## src/rtl/uart_rx_errq.sv

```systemverilog
module uart_rx_errq #(
  parameter int DIV_W = 8,
  parameter int DEPTH = 4,
  parameter int DW    = 8
) (
  input  logic             clk,
  input  logic             rst_n,
  input  logic             rxd,
  input  logic [DIV_W-1:0] baud_div,
  input  logic             par_en,
  input  logic             par_odd,
  input  logic             mp_mode,
  input  logic             en_wr,
  input  logic [1:0]       en_wdata,
  input  logic             io_stop,
  input  logic             dcd_auto,
  input  logic             dcd,
  input  logic             pop,
  input  logic             ovr_clr,
  output logic             rd_valid,
  output logic [DW-1:0]    rd_data,
  output logic [3:0]       rd_stat,
  output logic             ovr,
  output logic             rx_on,
  output logic             tx_on
);
  localparam int PW = (DEPTH > 1) ? $clog2(DEPTH) : 1;
  localparam int CW = $clog2(DEPTH + 1);
  localparam int BW = (DW > 1) ? $clog2(DW) : 1;

  typedef enum logic [2:0] {IDLE, START, DATA, EXTRA, STOP} st_t;

  st_t              st;
  logic [3:0]       s;
  logic [BW-1:0]    bitn;
  logic [DW-1:0]    sh;
  logic             xb;
  logic [DIV_W-1:0] cnt;
  logic             rxd_m, rxd_s;
  logic [DW-1:0]    mem_d [DEPTH];
  logic [3:0]       mem_s [DEPTH];
  logic [PW-1:0]    wp, rp;
  logic [CW-1:0]    count;

  wire force_clr = io_stop | (dcd_auto & dcd);
  wire tick      = rx_on && (cnt == '0);
  wire mid       = tick && (s == 4'd15);
  wire done      = mid && (st == STOP);
  wire full      = (count == CW'(DEPTH));
  wire wr        = done && !full && !force_clr;
  wire rd        = pop && (count != '0) && !force_clr;

  wire       pe_n  = par_en && !mp_mode && ((^sh ^ xb) != par_odd);
  wire       fe_n  = !rxd_s;
  wire       brk_n = !rxd_s && (sh == '0);
  wire       mp_n  = mp_mode && xb;
  wire [3:0] stat_n = {mp_n, brk_n, fe_n, pe_n};

  assign rd_valid = (count != '0);
  assign rd_data  = mem_d[rp];
  assign rd_stat  = rd_valid ? mem_s[rp] : 4'b0;

  function automatic logic [PW-1:0] nxt(input logic [PW-1:0] p);
    return (p == PW'(DEPTH - 1)) ? '0 : p + 1'b1;
  endfunction

  always_ff @(posedge clk or negedge rst_n)
    if (!rst_n) begin
      rxd_m <= 1'b1;
      rxd_s <= 1'b1;
    end else begin
      rxd_m <= rxd;
      rxd_s <= rxd_m;
    end

  always_ff @(posedge clk or negedge rst_n)
    if (!rst_n) begin
      rx_on <= 1'b0;
      tx_on <= 1'b0;
      ovr   <= 1'b0;
      cnt   <= '0;
    end else if (force_clr) begin
      rx_on <= 1'b0;
      tx_on <= 1'b0;
      ovr   <= 1'b0;
      cnt   <= '0;
    end else begin
      if (en_wr) begin
        rx_on <= en_wdata[0];
        tx_on <= en_wdata[1];
      end
      if (done && full)  ovr <= 1'b1;
      else if (ovr_clr)  ovr <= 1'b0;
      if (!rx_on)        cnt <= '0;
      else if (tick)     cnt <= baud_div;
      else               cnt <= cnt - 1'b1;
    end

  always_ff @(posedge clk or negedge rst_n)
    if (!rst_n) begin
      st   <= IDLE;
      s    <= '0;
      bitn <= '0;
      sh   <= '0;
      xb   <= 1'b0;
    end else if (force_clr || !rx_on) begin
      st <= IDLE;
      s  <= '0;
    end else if (tick) begin
      s <= s + 1'b1;
      case (st)
        IDLE:
          if (!rxd_s) begin
            st <= START;
            s  <= '0;
          end
        START:
          if (s == 4'd7) begin
            s <= '0;
            bitn <= '0;
            st <= rxd_s ? IDLE : DATA;
          end
        DATA:
          if (mid) begin
            sh <= {rxd_s, sh[DW-1:1]};
            if (bitn == BW'(DW - 1)) st <= (mp_mode || par_en) ? EXTRA : STOP;
            else bitn <= bitn + 1'b1;
          end
        EXTRA:
          if (mid) begin
            xb <= rxd_s;
            st <= STOP;
          end
        default:
          if (mid) st <= IDLE;
      endcase
    end

  always_ff @(posedge clk or negedge rst_n)
    if (!rst_n) begin
      wp    <= '0;
      rp    <= '0;
      count <= '0;
    end else if (force_clr) begin
      wp    <= '0;
      rp    <= '0;
      count <= '0;
    end else begin
      if (wr) wp <= nxt(wp);
      if (rd) rp <= nxt(rp);
      count <= count + CW'(wr) - CW'(rd);
    end

  always_ff @(posedge clk)
    if (wr) begin
      mem_d[wp] <= sh;
      mem_s[wp] <= stat_n;
    end
endmodule


```

## config.mk

```make
export PLATFORM = sky130hd
export DESIGN_NAME = uart_rx_errq
export DESIGN_NICKNAME = d
export VERILOG_FILES = /design/src/rtl/uart_rx_errq.sv
export SDC_FILE = /design/constraint.sdc
export NUM_CORES = 1
export LEC_CHECK = 0
export ABC_CLOCK_PERIOD_IN_PS = 2900
export BUFFER_PORTS_ARGS = -buffer_cell sky130_fd_sc_hd__buf_2
export CAP_MARGIN = 20
export CORE_ASPECT_RATIO = 1.2
export CORE_MARGIN = 2
export CORE_UTILIZATION = 30
export CTS_BUF_LIST = sky130_fd_sc_hd__clkbuf_4
export DETAILED_ROUTE_END_ITERATION = 10
export PLACE_DENSITY = 0.44
export SYNTH_ARGS = -nofsm -noshare
export SYNTH_HDL_FRONTEND = slang
export SYNTH_SLANG_ARGS = --single-unit
```

## constraint.sdc

```tcl
create_clock -name clk -period 2.9 [get_ports clk]
set_input_delay 0.145 -clock clk [delete_from_list [all_inputs] [get_ports clk]]
set_output_delay 0.145 -clock clk [all_outputs]
set_load 0.02 [all_outputs]
```

Yosys cells after proc, flatten, opt, wreduce, memory -nomap -nowiden
Memory sizes are Yosys's and may differ from the RTL's.
Index checks and enable logic that the tools add are counted.
W data, S select, Z words.
{"block": "word_totals", "ff_bits": 39, "out_inout_bits": 16, "ramBits": 48, "in_bits": 22, "mem_bits_ro": 0, "mem_count": 2, "latch_bits": 0, "wordCells": 121}
{"name": "mem_d", "words": 4, "width": 8, "rd": 1, "rd_ports_with_merged_regs": 0, "write_ports": 1, "line": "40", "text": "logic [DW-1:0] mem_d [DEPTH];"}
{"name": "mem_s", "words": 4, "width": 4, "rd": 1, "rd_ports_with_merged_regs": 0, "write_ports": 1, "line": "41", "text": "logic [3:0] mem_s [DEPTH];"}
{"block": "classes", "magnitude_cmp": 0, "n_reduce_logical": 35, "shifts": 0, "add_sub_neg": 7, "n_eq_ne": 19, "n_mul": 0, "div_mod_pow": 0, "n_bitwise": 4, "muxes": 40}
{"cell": "$mux W3", "n": 13}
{"cell": "$mux W8", "n": 3}
{"cell": "$mux W4", "n": 5}
{"cell": "$logic_not A8 Y1", "n": 2}
{"cell": "$ne A3 B3 Y1 const B", "n": 5}
{"cell": "$mux W2", "n": 7}
{"cell": "$logic_and A1 B1 Y1", "n": 12}
{"cell": "$pmux W3 S4", "n": 1}
{"cell": "$reduce_bool A2 Y1", "n": 5}
{"cell": "$eq A3 B3 Y1 const B", "n": 3}
{"cell": "$mux W1", "n": 9}
{"cell": "$pmux W4 S2", "n": 1}
{"cell": "$reduce_and A4 Y1", "n": 2}
{"cell": "$reduce_xor A8 Y1", "n": 1}
{"cell": "$sub A8 B1 Y8 const B", "n": 1}
{"cell": "$reduce_and A7 Y1", "n": 1}
{"cell": "$eq A3 B2 Y1 const B", "n": 2}
{"cell": "$ne A2 B2 Y1 const B", "n": 3}
{"cell": "$pmux W3 S2", "n": 1}
{"cell": "$reduce_and A6 Y1", "n": 1}
{"cell": "$reduce_bool A3 Y1", "n": 2}
{"cell": "$logic_not A1 Y1", "n": 5}
{"cell": "$add A2 B1 Y2 const B", "n": 2}
{"cell": "$add A4 B1 Y4 const B", "n": 1}
{"cell": "15 further kinds", "n": 17}

Logic depth before layout (Yosys ltp)
Gate-level depths: netlist (run 1).
{"block": "logic_depth", "ltp_word": 9, "depth_mapped": 15, "mapped_depth_nobuf": 14}

Least setup slack after synthesis (run 1)
No wires, ideal clock.
{"block": "synth_timing", "path_kind": "register to register", "startpoint": "register cnt[0]", "endpoint": "register count[2]", "arrival_ns": 2.662, "path_stages_with_launch": 16, "t_required_ns": 2.768, "setup_time_ns": 0.132, "synth_period_minus_slack_ns": 2.794, "path_buffers": 1, "path_slack_ns": 0.106, "cell_sequence": "dfrtp_1 > inv_1 > ha_1 > and4bb_2 > nand2_2 > buf_4 > nor3_1 > inv_1 > ha_1 > inv_1 > ha_1 > inv_1 > fa_1 > xor2_1 > xnor2_1 > nor2_1"}
{"block": "synth_between", "elab_chain_len": 9}
{"item": "start, declared", "line": "38", "text": "logic [DIV_W-1:0] cnt;"}
{"item": "start signal, assigned", "line": "95", "text": "else if (tick) cnt <= baud_div;"}
{"item": "start signal, assigned", "line": "96", "text": "else cnt <= cnt - 1'b1;"}
{"item": "$logic_not A8 Y1", "line": "46", "text": "wire tick = rx_on && (cnt == '0);"}
{"item": "$logic_and A1 B1 Y1", "line": "46"}
{"item": "$logic_and A1 B1 Y1", "line": "47", "text": "wire mid = tick && (s == 4'd15);"}
{"item": "$logic_and A1 B1 Y1", "line": "48", "text": "wire done = mid && (st == STOP);"}
{"item": "$logic_and A1 B1 Y1 (2 in a row)", "line": "50", "text": "wire wr = done && !full && !force_clr;"}
{"item": "$add A3 B1 Y3", "line": "151", "text": "count <= count + CW'(wr) - CW'(rd);"}
{"item": "$sub A3 B1 Y3", "line": "151"}
{"item": "$mux W3", "line": "144", "text": "end else if (force_clr) begin"}
{"item": "end signal, assigned", "line": "151"}
{"item": "end, declared", "line": "43", "text": "logic [CW-1:0] count;"}
No other way between the ends.
A chain may end at the register's enable or synchronous reset.

Worst setup path in the final report (run 1)
Same ends and word-level chain as after synthesis.

==> run_summary.xml, run 1 <==
<?xml version="1.0" encoding="UTF-8"?>
<metrics>
  <group name="synthesis">
    <metric name="yosys-mux-area-fraction" unit="%">10.10</metric>
    <metric name="yosys_most_used_dff" unit="">sky130_fd_sc_hd__edfxtp_1</metric>
    <metric name="synth_top_cells_by_area" unit="">sky130_fd_sc_hd__edfxtp_1, sky130_fd_sc_hd__dfrtp_1, sky130_fd_sc_hd__mux4_2</metric>
    <metric name="ys_seq_elements" unit="">87</metric>
    <metric name="synth_edf_count" unit="">48</metric>
    <metric name="synth_cell_type_count" unit="">56</metric>
    <metric name="post_synth_xor_area_fraction" unit="%">2.357</metric>
    <metric name="syn-mean-instance-area" unit="um2">13.58</metric>
    <metric name="ys_async_sr_fraction" unit="%">44.83</metric>
    <metric name="synth_cells" unit="">301</metric>
    <metric name="synth-warning-count" unit="">0</metric>
    <metric name="synth_top_family_by_area" unit="">simple AND/OR/NAND/NOR gates</metric>
    <metric name="synth_adder_area_share" unit="%">5.387</metric>
    <metric name="synth-simple-area-share" unit="%">13.84</metric>
    <metric name="synth_compound_area_share" unit="%">5.724</metric>
    <metric name="netlist_area" unit="um2">4088</metric>
    <metric name="synth_top_area_share" unit="%">35.26</metric>
    <metric name="post-synth-top-area-cell" unit="">sky130_fd_sc_hd__edfxtp_1</metric>
    <metric name="ys_seq_area_share" unit="%">59.20</metric>
    <metric name="synth_nets" unit="">340</metric>
  </group>
  <group name="die">
    <metric name="rows" unit="">46</metric>
    <metric name="die_y" unit="um">131.9</metric>
    <metric name="die-width" unit="um">110.6</metric>
    <metric name="core" unit="um2">13300</metric>
    <metric name="effective_utilization_at_floorplan" unit="%">30.75</metric>
    <metric name="io_pins" unit="">38</metric>
    <metric name="floorplan.die_area" unit="um2">14580</metric>
  </group>
  <group name="sta">
    <metric name="finalWorstPathRequiredPeriod" unit="ns">2.610</metric>
    <metric name="setup_ws" unit="ns">0.2904</metric>
    <metric name="max_freq" unit="MHz">383.2</metric>
    <metric name="worst_clock_skew" unit="ns">0.01901</metric>
    <metric name="max-slew-margin-rel" unit="%">37.81</metric>
    <metric name="count_of_final_hold_check_violations" unit="">0</metric>
    <metric name="final-setup-viol-count" unit="">0</metric>
    <metric name="finalMaxSlewViolations" unit="">0</metric>
    <metric name="setup_tns" unit="ns">0</metric>
    <metric name="hold_slack" unit="ns">0.04564</metric>
    <metric name="final.period_utilization" unit="%">89.99</metric>
    <metric name="tightestPinTransition" unit="ns">0.9329</metric>
    <metric name="grt_setup_unrepaired" unit="">no</metric>
  </group>
  <group name="route">
    <metric name="drt_pre_antenna_iters" unit="">4</metric>
    <metric name="residual_drc" unit="">0</metric>
    <metric name="antenna_left" unit="">0</metric>
    <metric name="detail_route.wl_per_cell" unit="um">15.36</metric>
    <metric name="route.final.wire_length" unit="mm">8.264</metric>
    <metric name="drt-initial-drc-count" unit="">124</metric>
    <metric name="num_vias" unit="">2537</metric>
    <metric name="post_drt_via_cell_ratio" unit="">4.716</metric>
  </group>
  <group name="clocking">
    <metric name="cts.path.max_buffers" unit="">2</metric>
    <metric name="insertion_delay" unit="ns">0.46</metric>
    <metric name="cts_root_buf" unit="">sky130_fd_sc_hd__clkbuf_4</metric>
    <metric name="clock_pin_slew_on_the_worst_setup_and_hold_paths" unit="ns">0.14</metric>
    <metric name="cts_tree" unit="">yes</metric>
    <metric name="cts_num_sinks" unit="">87</metric>
    <metric name="cts_buffers" unit="">9</metric>
    <metric name="cts_htree_levels" unit="">3</metric>
  </group>
  <group name="grt">
    <metric name="global_route_wire_length_before_repair" unit="mm">13.57</metric>
    <metric name="largest_net_degree_at_the_start_of_global_routing" unit="">40</metric>
    <metric name="grt_util_all_layers" unit="%">11.93</metric>
    <metric name="first_global_vias" unit="">2620</metric>
    <metric name="initial_antenna_violation_count" unit="">1</metric>
    <metric name="globalRoute.totalOverflow" unit="">0</metric>
  </group>
  <group name="worst_setup_path">
    <metric name="critical_path.startpoint" unit="">cnt[0]</metric>
    <metric name="crit_type" unit="">reg -&gt; reg</metric>
    <metric name="timing.critical_path.arrival" unit="ns">2.95</metric>
    <metric name="endpoint_kind" unit="">flip-flop</metric>
    <metric name="regToRegSetupSlack" unit="ns">0.29</metric>
    <metric name="cp-start-kind" unit="">flip-flop</metric>
    <metric name="reg2reg_to" unit="">count[2]</metric>
    <metric name="cpMaxStageDelayCell" unit="">sky130_fd_sc_hd__dfrtp_2</metric>
    <metric name="crit_path_end" unit="">count[2]</metric>
    <metric name="worst-r2r-cell-count" unit="">14</metric>
    <metric name="worst_r2r_src" unit="">cnt[0]</metric>
    <metric name="worst-path-max-fanout" unit="">6</metric>
    <metric name="critical-path-max-stage-delay" unit="ns">0.47</metric>
    <metric name="timing.critical_path.required" unit="ns">3.24</metric>
    <metric name="timing.critical_path.cells" unit="">inv_1 &gt; ha_1 &gt; and4bb_2 &gt; nand2_2 &gt; nor3_2 &gt; inv_1 &gt; ha_1 &gt; inv_1 &gt; ha_1 &gt; inv_1 &gt; fa_1 &gt; xor2_1 &gt; xnor2_1 &gt; nor2_1</metric>
    <metric name="timing.critical_path.mode_cell" unit="">sky130_fd_sc_hd__inv_1</metric>
  </group>
  <group name="cells_and_area">
    <metric name="mostFrequentLayoutCell" unit="">sky130_fd_sc_hd__edfxtp_1</metric>
    <metric name="final_nets" unit="">403</metric>
    <metric name="fillerInstances" unit="">1308</metric>
    <metric name="mostFrequentLayoutCells" unit="">sky130_fd_sc_hd__edfxtp_1, sky130_fd_sc_hd__buf_2, sky130_fd_sc_hd__dfrtp_1</metric>
    <metric name="final_layout_size_suffix_gt1_share" unit="%">25.47</metric>
    <metric name="layout-area-overhead-vs-synth" unit="%">18.03</metric>
  </group>
  <group name="power_and_ir_drop">
    <metric name="vdd_drop_max" unit="V">0.0001774</metric>
    <metric name="powerDensity" unit="nW/um2">450.5</metric>
    <metric name="power.leakage" unit="nW">1.847</metric>
  </group>
  <group name="place">
    <metric name="portBuffers" unit="">37</metric>
    <metric name="gp_congestion" unit="">0.7942</metric>
    <metric name="dp_slack" unit="ns">0.1581</metric>
    <metric name="hpwl" unit="mm">5.584</metric>
  </group>
  <group name="job">
    <metric name="cap_viol_max_count" unit="">0</metric>
  </group>
  <group name="status">
    <metric name="status" unit="">completed</metric>
  </group>
  <group name="hold_path">
    <metric name="worst_hold_path_type" unit="">in -&gt; reg</metric>
  </group>
</metrics>
[final cells by class]
| type | instances | area [um2] | share of cell area, % |
|---|---|---|---|
| diodes | 1 | 2.502 | 0.05187 |
| clock buffers | 9 | 67.56 | 1.400 |
| clock inverters | 7 | 86.33 | 1.789 |
| inverters | 21 | 78.83 | 1.634 |
| multi-input cells | 182 | 1543 | 31.98 |
| flip-flops and latches | 87 | 2421 | 50.18 |
| well taps | 168 | 210.2 | 4.357 |
| repair buffers | 63 | 415.4 | 8.610 |
[synthesized netlist by cell type, types with 2 or more instances]
library cell,number
sky130_fd_sc_hd__edfxtp_1,48
sky130_fd_sc_hd__dfrtp_1,37
sky130_fd_sc_hd__nand2_1,22
sky130_fd_sc_hd__inv_1,21
sky130_fd_sc_hd__ha_1,16
sky130_fd_sc_hd__o21ai_0,15
sky130_fd_sc_hd__nor2_1,13
sky130_fd_sc_hd__mux2i_1,12
sky130_fd_sc_hd__mux4_2,12
sky130_fd_sc_hd__a21oi_1,10
sky130_fd_sc_hd__and2_1,10
sky130_fd_sc_hd__xnor2_1,9
sky130_fd_sc_hd__nor3b_1,8
sky130_fd_sc_hd__nand3_1,5
sky130_fd_sc_hd__clkbuf_1,4
sky130_fd_sc_hd__buf_2,3
sky130_fd_sc_hd__nor3_1,3
sky130_fd_sc_hd__o31ai_1,3
sky130_fd_sc_hd__or3_1,3
sky130_fd_sc_hd__a21o_1,2
sky130_fd_sc_hd__a32o_1,2
sky130_fd_sc_hd__and2_0,2
sky130_fd_sc_hd__buf_4,2
sky130_fd_sc_hd__dfstp_2,2
sky130_fd_sc_hd__nand4_1,2
sky130_fd_sc_hd__nor4_1,2
sky130_fd_sc_hd__nor4_4,2
sky130_fd_sc_hd__or4b_1,2
sky130_fd_sc_hd__xor2_1,2
[logic make-up after synthesis]
kind of cell    after synthesis
simple gates                 89
buf+inv                      32
mux                          26
fa+ha+maj                    17
flops                        87
xor+xnor                     11
compound gates               39
[power breakdown]
group	switching, mW	total (mW)	internal (mW)
clock network	0.469	0.755	0.286
logic	0.0582	0.109	0.0506
registers	0.00692	1.31	1.30
total	0.534	2.17	1.64
[through the flow]
stage	std cells	utilization (%)	total power, mW	cell area [um2]
after CTS	534	35.99	2.214	4785
after floorplan	301	-	1.386	4088
after global placement	504	33.78	1.430	4491
after global routing	538	36.29	2.275	4825
final	538	36.29	2.174	4825
after detailed placement	504	33.78	1.431	4491
[timing repair]
action | 4_1_cts | 5_1_grt
gates resized for setup | 0 | 5
endpoints found under the setup margin | 0 | 1
setup buffers | 0 | 3
hold buffers | 14 | 0
endpoints found under the hold margin | 48 | 0
[worst max-delay path, delay by kind of cell (launching register included)]
| kind | cells | cell delay (ns) |
|---|---|---|
| adder cells (fa/ha/maj) | 4 | 0.91 |
| AND/OR/NAND/NOR | 4 | 0.58 |
| flip-flops | 1 | 0.47 |
| XOR/XNOR | 2 | 0.30 |
| buffers and inverters | 4 | 0.23 |
[metal layers]
metal | up-vias | share of wire, % | track usage [%]
li1 | 1239 | - | -
met1 | 1246 | 45 | 14.87
met2 | 41 | 50 | 19.90
met3 | 11 | 2.9 | 2.989
met4 | 0 | 1.7 | 4.792
met5 | - | 0 | 0
[sequential cells by signal, indices dropped and copies added, names as in the netlist, 2 cells and up]
signal / flops
mem_d: 32
mem_s: 16
cnt: 8
sh: 8
s: 4
bitn: 3
count: 3
st: 3
rp: 2
wp: 2
[how the worst min path moves through the flow]
| stage | from | to | slack [ns] | cells past startpoint |
|---|---|---|---|---|
| detailed placement | rxd | rxd_m | 0.25 | 1 |
| global placement | rxd | rxd_m | 0.25 | 1 |
| global route | io_stop | count[0] | 0.03 | 3 |
| CTS | io_stop | count[0] | 0.004 | 3 |
| finish | io_stop | count[0] | 0.05 | 3 |
| floorplan | rst_n | bitn[0] | -0.15 | 0 |
No activity file was read; power rests on OpenSTA's default activity.
==> run 2, diff against run 1 <==
- ABC_AREA: not set -> 1
- ABC_CLOCK_PERIOD_IN_PS: 2900 -> 2530
- CORE_ASPECT_RATIO: 1.2 -> 0.75
- PLACE_DENSITY: 0.44 -> 0.42
- clock period: 2.9 -> 2.53 ns (I/O delays scaled with it)
==> run_summary.xml, run 2 <==
<?xml version="1.0" encoding="UTF-8"?>
<metrics>
  <group name="grt">
    <metric name="first_global_vias" unit="">3026</metric>
    <metric name="global_route_wire_length_before_repair" unit="mm">16.16</metric>
    <metric name="initial_antenna_violation_count" unit="">0</metric>
    <metric name="grt_util_all_layers" unit="%">14.03</metric>
    <metric name="largest_net_degree_at_the_start_of_global_routing" unit="">40</metric>
    <metric name="globalRoute.totalOverflow" unit="">0</metric>
  </group>
  <group name="route">
    <metric name="detailroute.wirelength.met3" unit="um">577</metric>
    <metric name="detail_route.wl_per_cell" unit="um">14.30</metric>
    <metric name="num_vias" unit="">3031</metric>
    <metric name="drt_pre_antenna_iters" unit="">4</metric>
    <metric name="top_layer" unit="">met4</metric>
    <metric name="met2WireLength" unit="mm">4.021</metric>
    <metric name="antenna_left" unit="">0</metric>
    <metric name="post_drt_via_cell_ratio" unit="">4.497</metric>
    <metric name="drt-initial-drc-count" unit="">191</metric>
    <metric name="residual_drc" unit="">0</metric>
    <metric name="route.final.wire_length" unit="mm">9.640</metric>
    <metric name="wl_met1" unit="mm">4.943</metric>
  </group>
  <group name="job">
    <metric name="cap_viol_max_count" unit="">0</metric>
  </group>
  <group name="sta">
    <metric name="worst_clock_skew" unit="ns">0.02751</metric>
    <metric name="count_of_final_hold_check_violations" unit="">0</metric>
    <metric name="final-setup-viol-count" unit="">0</metric>
    <metric name="setup_ws" unit="ns">0.1172</metric>
    <metric name="max_freq" unit="MHz">414.5</metric>
    <metric name="grt_setup_unrepaired" unit="">no</metric>
    <metric name="final.period_utilization" unit="%">95.37</metric>
    <metric name="finalWorstPathRequiredPeriod" unit="ns">2.413</metric>
    <metric name="max-slew-margin-rel" unit="%">36.89</metric>
    <metric name="finalMaxSlewViolations" unit="">0</metric>
    <metric name="setup_tns" unit="ns">0</metric>
    <metric name="tightestPinTransition" unit="ns">0.9466</metric>
  </group>
  <group name="cells_and_area">
    <metric name="mostFrequentLayoutCells" unit="">sky130_fd_sc_hd__nand2_1, sky130_fd_sc_hd__nor2_1, sky130_fd_sc_hd__edfxtp_1</metric>
    <metric name="mostFrequentLayoutCell" unit="">sky130_fd_sc_hd__nand2_1</metric>
    <metric name="post-route-util" unit="%">37.62</metric>
    <metric name="final_layout_size_suffix_gt1_share" unit="%">25.85</metric>
    <metric name="n_antenna_cell" unit="">0</metric>
    <metric name="reg_top3" unit="">mem_d (32), mem_s (16)</metric>
    <metric name="largest-register" unit="">mem_d</metric>
    <metric name="largest_register_ffs" unit="">32</metric>
    <metric name="layout-area-overhead-vs-synth" unit="%">22.31</metric>
    <metric name="final_nets" unit="">533</metric>
  </group>
  <group name="clocking">
    <metric name="clock_pin_slew_on_the_worst_setup_and_hold_paths" unit="ns">0.17</metric>
    <metric name="cts_num_sinks" unit="">87</metric>
    <metric name="insertion_delay" unit="ns">0.48</metric>
    <metric name="cts.path.max_buffers" unit="">2</metric>
    <metric name="cts_buffers" unit="">9</metric>
    <metric name="cts_tree" unit="">yes</metric>
    <metric name="cts_htree_levels" unit="">3</metric>
    <metric name="cts_root_buf" unit="">sky130_fd_sc_hd__clkbuf_4</metric>
  </group>
  <group name="synthesis">
    <metric name="yosys-top-cells-count" unit="">sky130_fd_sc_hd__nand2_1, sky130_fd_sc_hd__nor2_1, sky130_fd_sc_hd__edfxtp_1</metric>
    <metric name="synth_nets" unit="">450</metric>
    <metric name="netlist_area" unit="um2">4229</metric>
    <metric name="post-synth-top-area-cell" unit="">sky130_fd_sc_hd__edfxtp_1</metric>
    <metric name="ys_async_sr_fraction" unit="%">44.83</metric>
    <metric name="synth_top_cells_by_area" unit="">sky130_fd_sc_hd__edfxtp_1, sky130_fd_sc_hd__dfrtp_1, sky130_fd_sc_hd__nand2_1</metric>
    <metric name="ys_seq_elements" unit="">87</metric>
    <metric name="cell_with_the_most_instances_after_synthesis" unit="">sky130_fd_sc_hd__nand2_1</metric>
    <metric name="synth_edf_count" unit="">48</metric>
    <metric name="syn-mean-instance-area" unit="um2">10.29</metric>
    <metric name="ys_seq_area_share" unit="%">57.22</metric>
    <metric name="synth_top_area_share" unit="%">34.08</metric>
    <metric name="synth_cells" unit="">411</metric>
    <metric name="synth-warning-count" unit="">0</metric>
    <metric name="synth_cell_type_count" unit="">39</metric>
    <metric name="yosys_most_used_dff" unit="">sky130_fd_sc_hd__edfxtp_1</metric>
  </group>
  <group name="worst_setup_path">
    <metric name="timing.critical_path.required" unit="ns">2.93</metric>
    <metric name="timing.critical_path.cells" unit="">inv_2 &gt; ha_4 &gt; nand2_2 &gt; nor2_4 &gt; nand2_4 &gt; clkinv_4 &gt; nand4_4 &gt; nor2_4 &gt; inv_2 &gt; ha_4 &gt; inv_1 &gt; ha_2 &gt; inv_1 &gt; fa_2 &gt; and3_4 &gt; nor3_2</metric>
    <metric name="critical_path.startpoint" unit="">cnt[0]</metric>
    <metric name="endpoint_kind" unit="">flip-flop</metric>
    <metric name="crit_family" unit="">adder cells</metric>
    <metric name="cp-start-kind" unit="">flip-flop</metric>
    <metric name="worstPathBufferInverterCount" unit="">5</metric>
    <metric name="timing.critical_path.arrival" unit="ns">2.82</metric>
    <metric name="crit_type" unit="">reg -&gt; reg</metric>
    <metric name="worst_r2r_src" unit="">cnt[0]</metric>
    <metric name="cpMaxStageDelayCell" unit="">sky130_fd_sc_hd__dfrtp_1</metric>
    <metric name="worst-path-max-fanout" unit="">3</metric>
    <metric name="critical-path-max-stage-delay" unit="ns">0.43</metric>
  </group>
  <group name="place">
    <metric name="portBuffers" unit="">37</metric>
    <metric name="hpwl" unit="mm">6.415</metric>
    <metric name="gp_congestion" unit="">0.8115</metric>
    <metric name="dp_slack" unit="ns">-0.03501</metric>
  </group>
  <group name="power_and_ir_drop">
    <metric name="powerDensity" unit="nW/um2">487.3</metric>
    <metric name="vdd_drop_max" unit="V">0.0002224</metric>
    <metric name="power.leakage" unit="nW">2.306</metric>
    <metric name="finalPower" unit="mW">2.521</metric>
  </group>
  <group name="die">
    <metric name="effective_utilization_at_floorplan" unit="%">30.76</metric>
    <metric name="die_y" unit="um">106.8</metric>
    <metric name="die-width" unit="um">141.1</metric>
    <metric name="rows" unit="">37</metric>
    <metric name="io_pins" unit="">38</metric>
    <metric name="core" unit="um2">13750</metric>
    <metric name="floorplan.die_area" unit="um2">15070</metric>
  </group>
  <group name="status">
    <metric name="status" unit="">completed</metric>
  </group>
  <group name="hold_path">
    <metric name="hold_path_startpoint" unit="">par_en</metric>
    <metric name="worst_hold_path_type" unit="">in -&gt; reg</metric>
  </group>
</metrics>
## run 2: cell families after synthesis
group	synth area share (%)
buffers and inverters	6.006
XOR/XNOR	2.071
flip-flops	57.22
AND/OR/NAND/NOR	18.49
AO/OA/AOI/OAI	11.01
adder cells (fa/ha/maj)	5.207
## run 2: stage by stage
step	area, um2	std cells	hold slack, ns
2_1_floorplan	4229	411	-0.1691
3_3_place_gp	4692	628	0.2352
3_5_place_dp	4692	628	0.2372
4_1_cts	5090	668	0.05611
5_1_grt	5172	674	0.03872
6_report	5172	674	0.08191
## run 2: power breakdown
group	switching, mW	leakage [nW]	total, mW	internal [mW]
clock network	0.559	0.0849	0.885	0.326
registers	0.00512	1.00	1.50	1.49
logic	0.0745	1.22	0.136	0.0616
## run 2: repair_timing
action / 4_1_cts / 5_1_grt
hold buffers: 23 / 0
pin swaps: 2 / 4
hold endpoints to repair: 53 / 0
resized for setup: 1 / 9
setup endpoints to repair: 1 / 2
setup buffers: 1 / 6
## run 2: routing by layer
layer / GRT usage (%) / up-vias
li1: - / 1542
met1: 20.75 / 1424
met2: 19.45 / 58
met3: 4.824 / 7
met4: 3.643 / 0
met5: 0 / -
## run 2: path summary, 6_finish.rpt
path,cells past startpoint,end,slack [ns]
min,3,mem_s[2][0],0.08
min in group asynchronous,2,cnt[2],0.31
max,16,count[2],0.12
max in group asynchronous,2,sh[0],1.62
max reg2reg,16,count[2],0.12
min reg2reg,0,rxd_s,0.37
## run 2: final cells by class
class	count	area [um2]
Fill cell	1386	8577
Multi-Input combinational cell	261	1598
Timing Repair Buffer	81	573.1
Tap cell	175	219.0
Inverter	54	207.7
Sequential cell	87	2420
Clock inverter	7	87.58
Clock buffer	9	67.56
## run 2: worst reg2reg max path, delay by kind of cell (launching register included)
kind	cells	cell delay, ns
flip-flops	1	0.43
adder cells (fa/ha/maj)	4	0.84
AND/OR/NAND/NOR	7	0.76
buffers and inverters	5	0.31
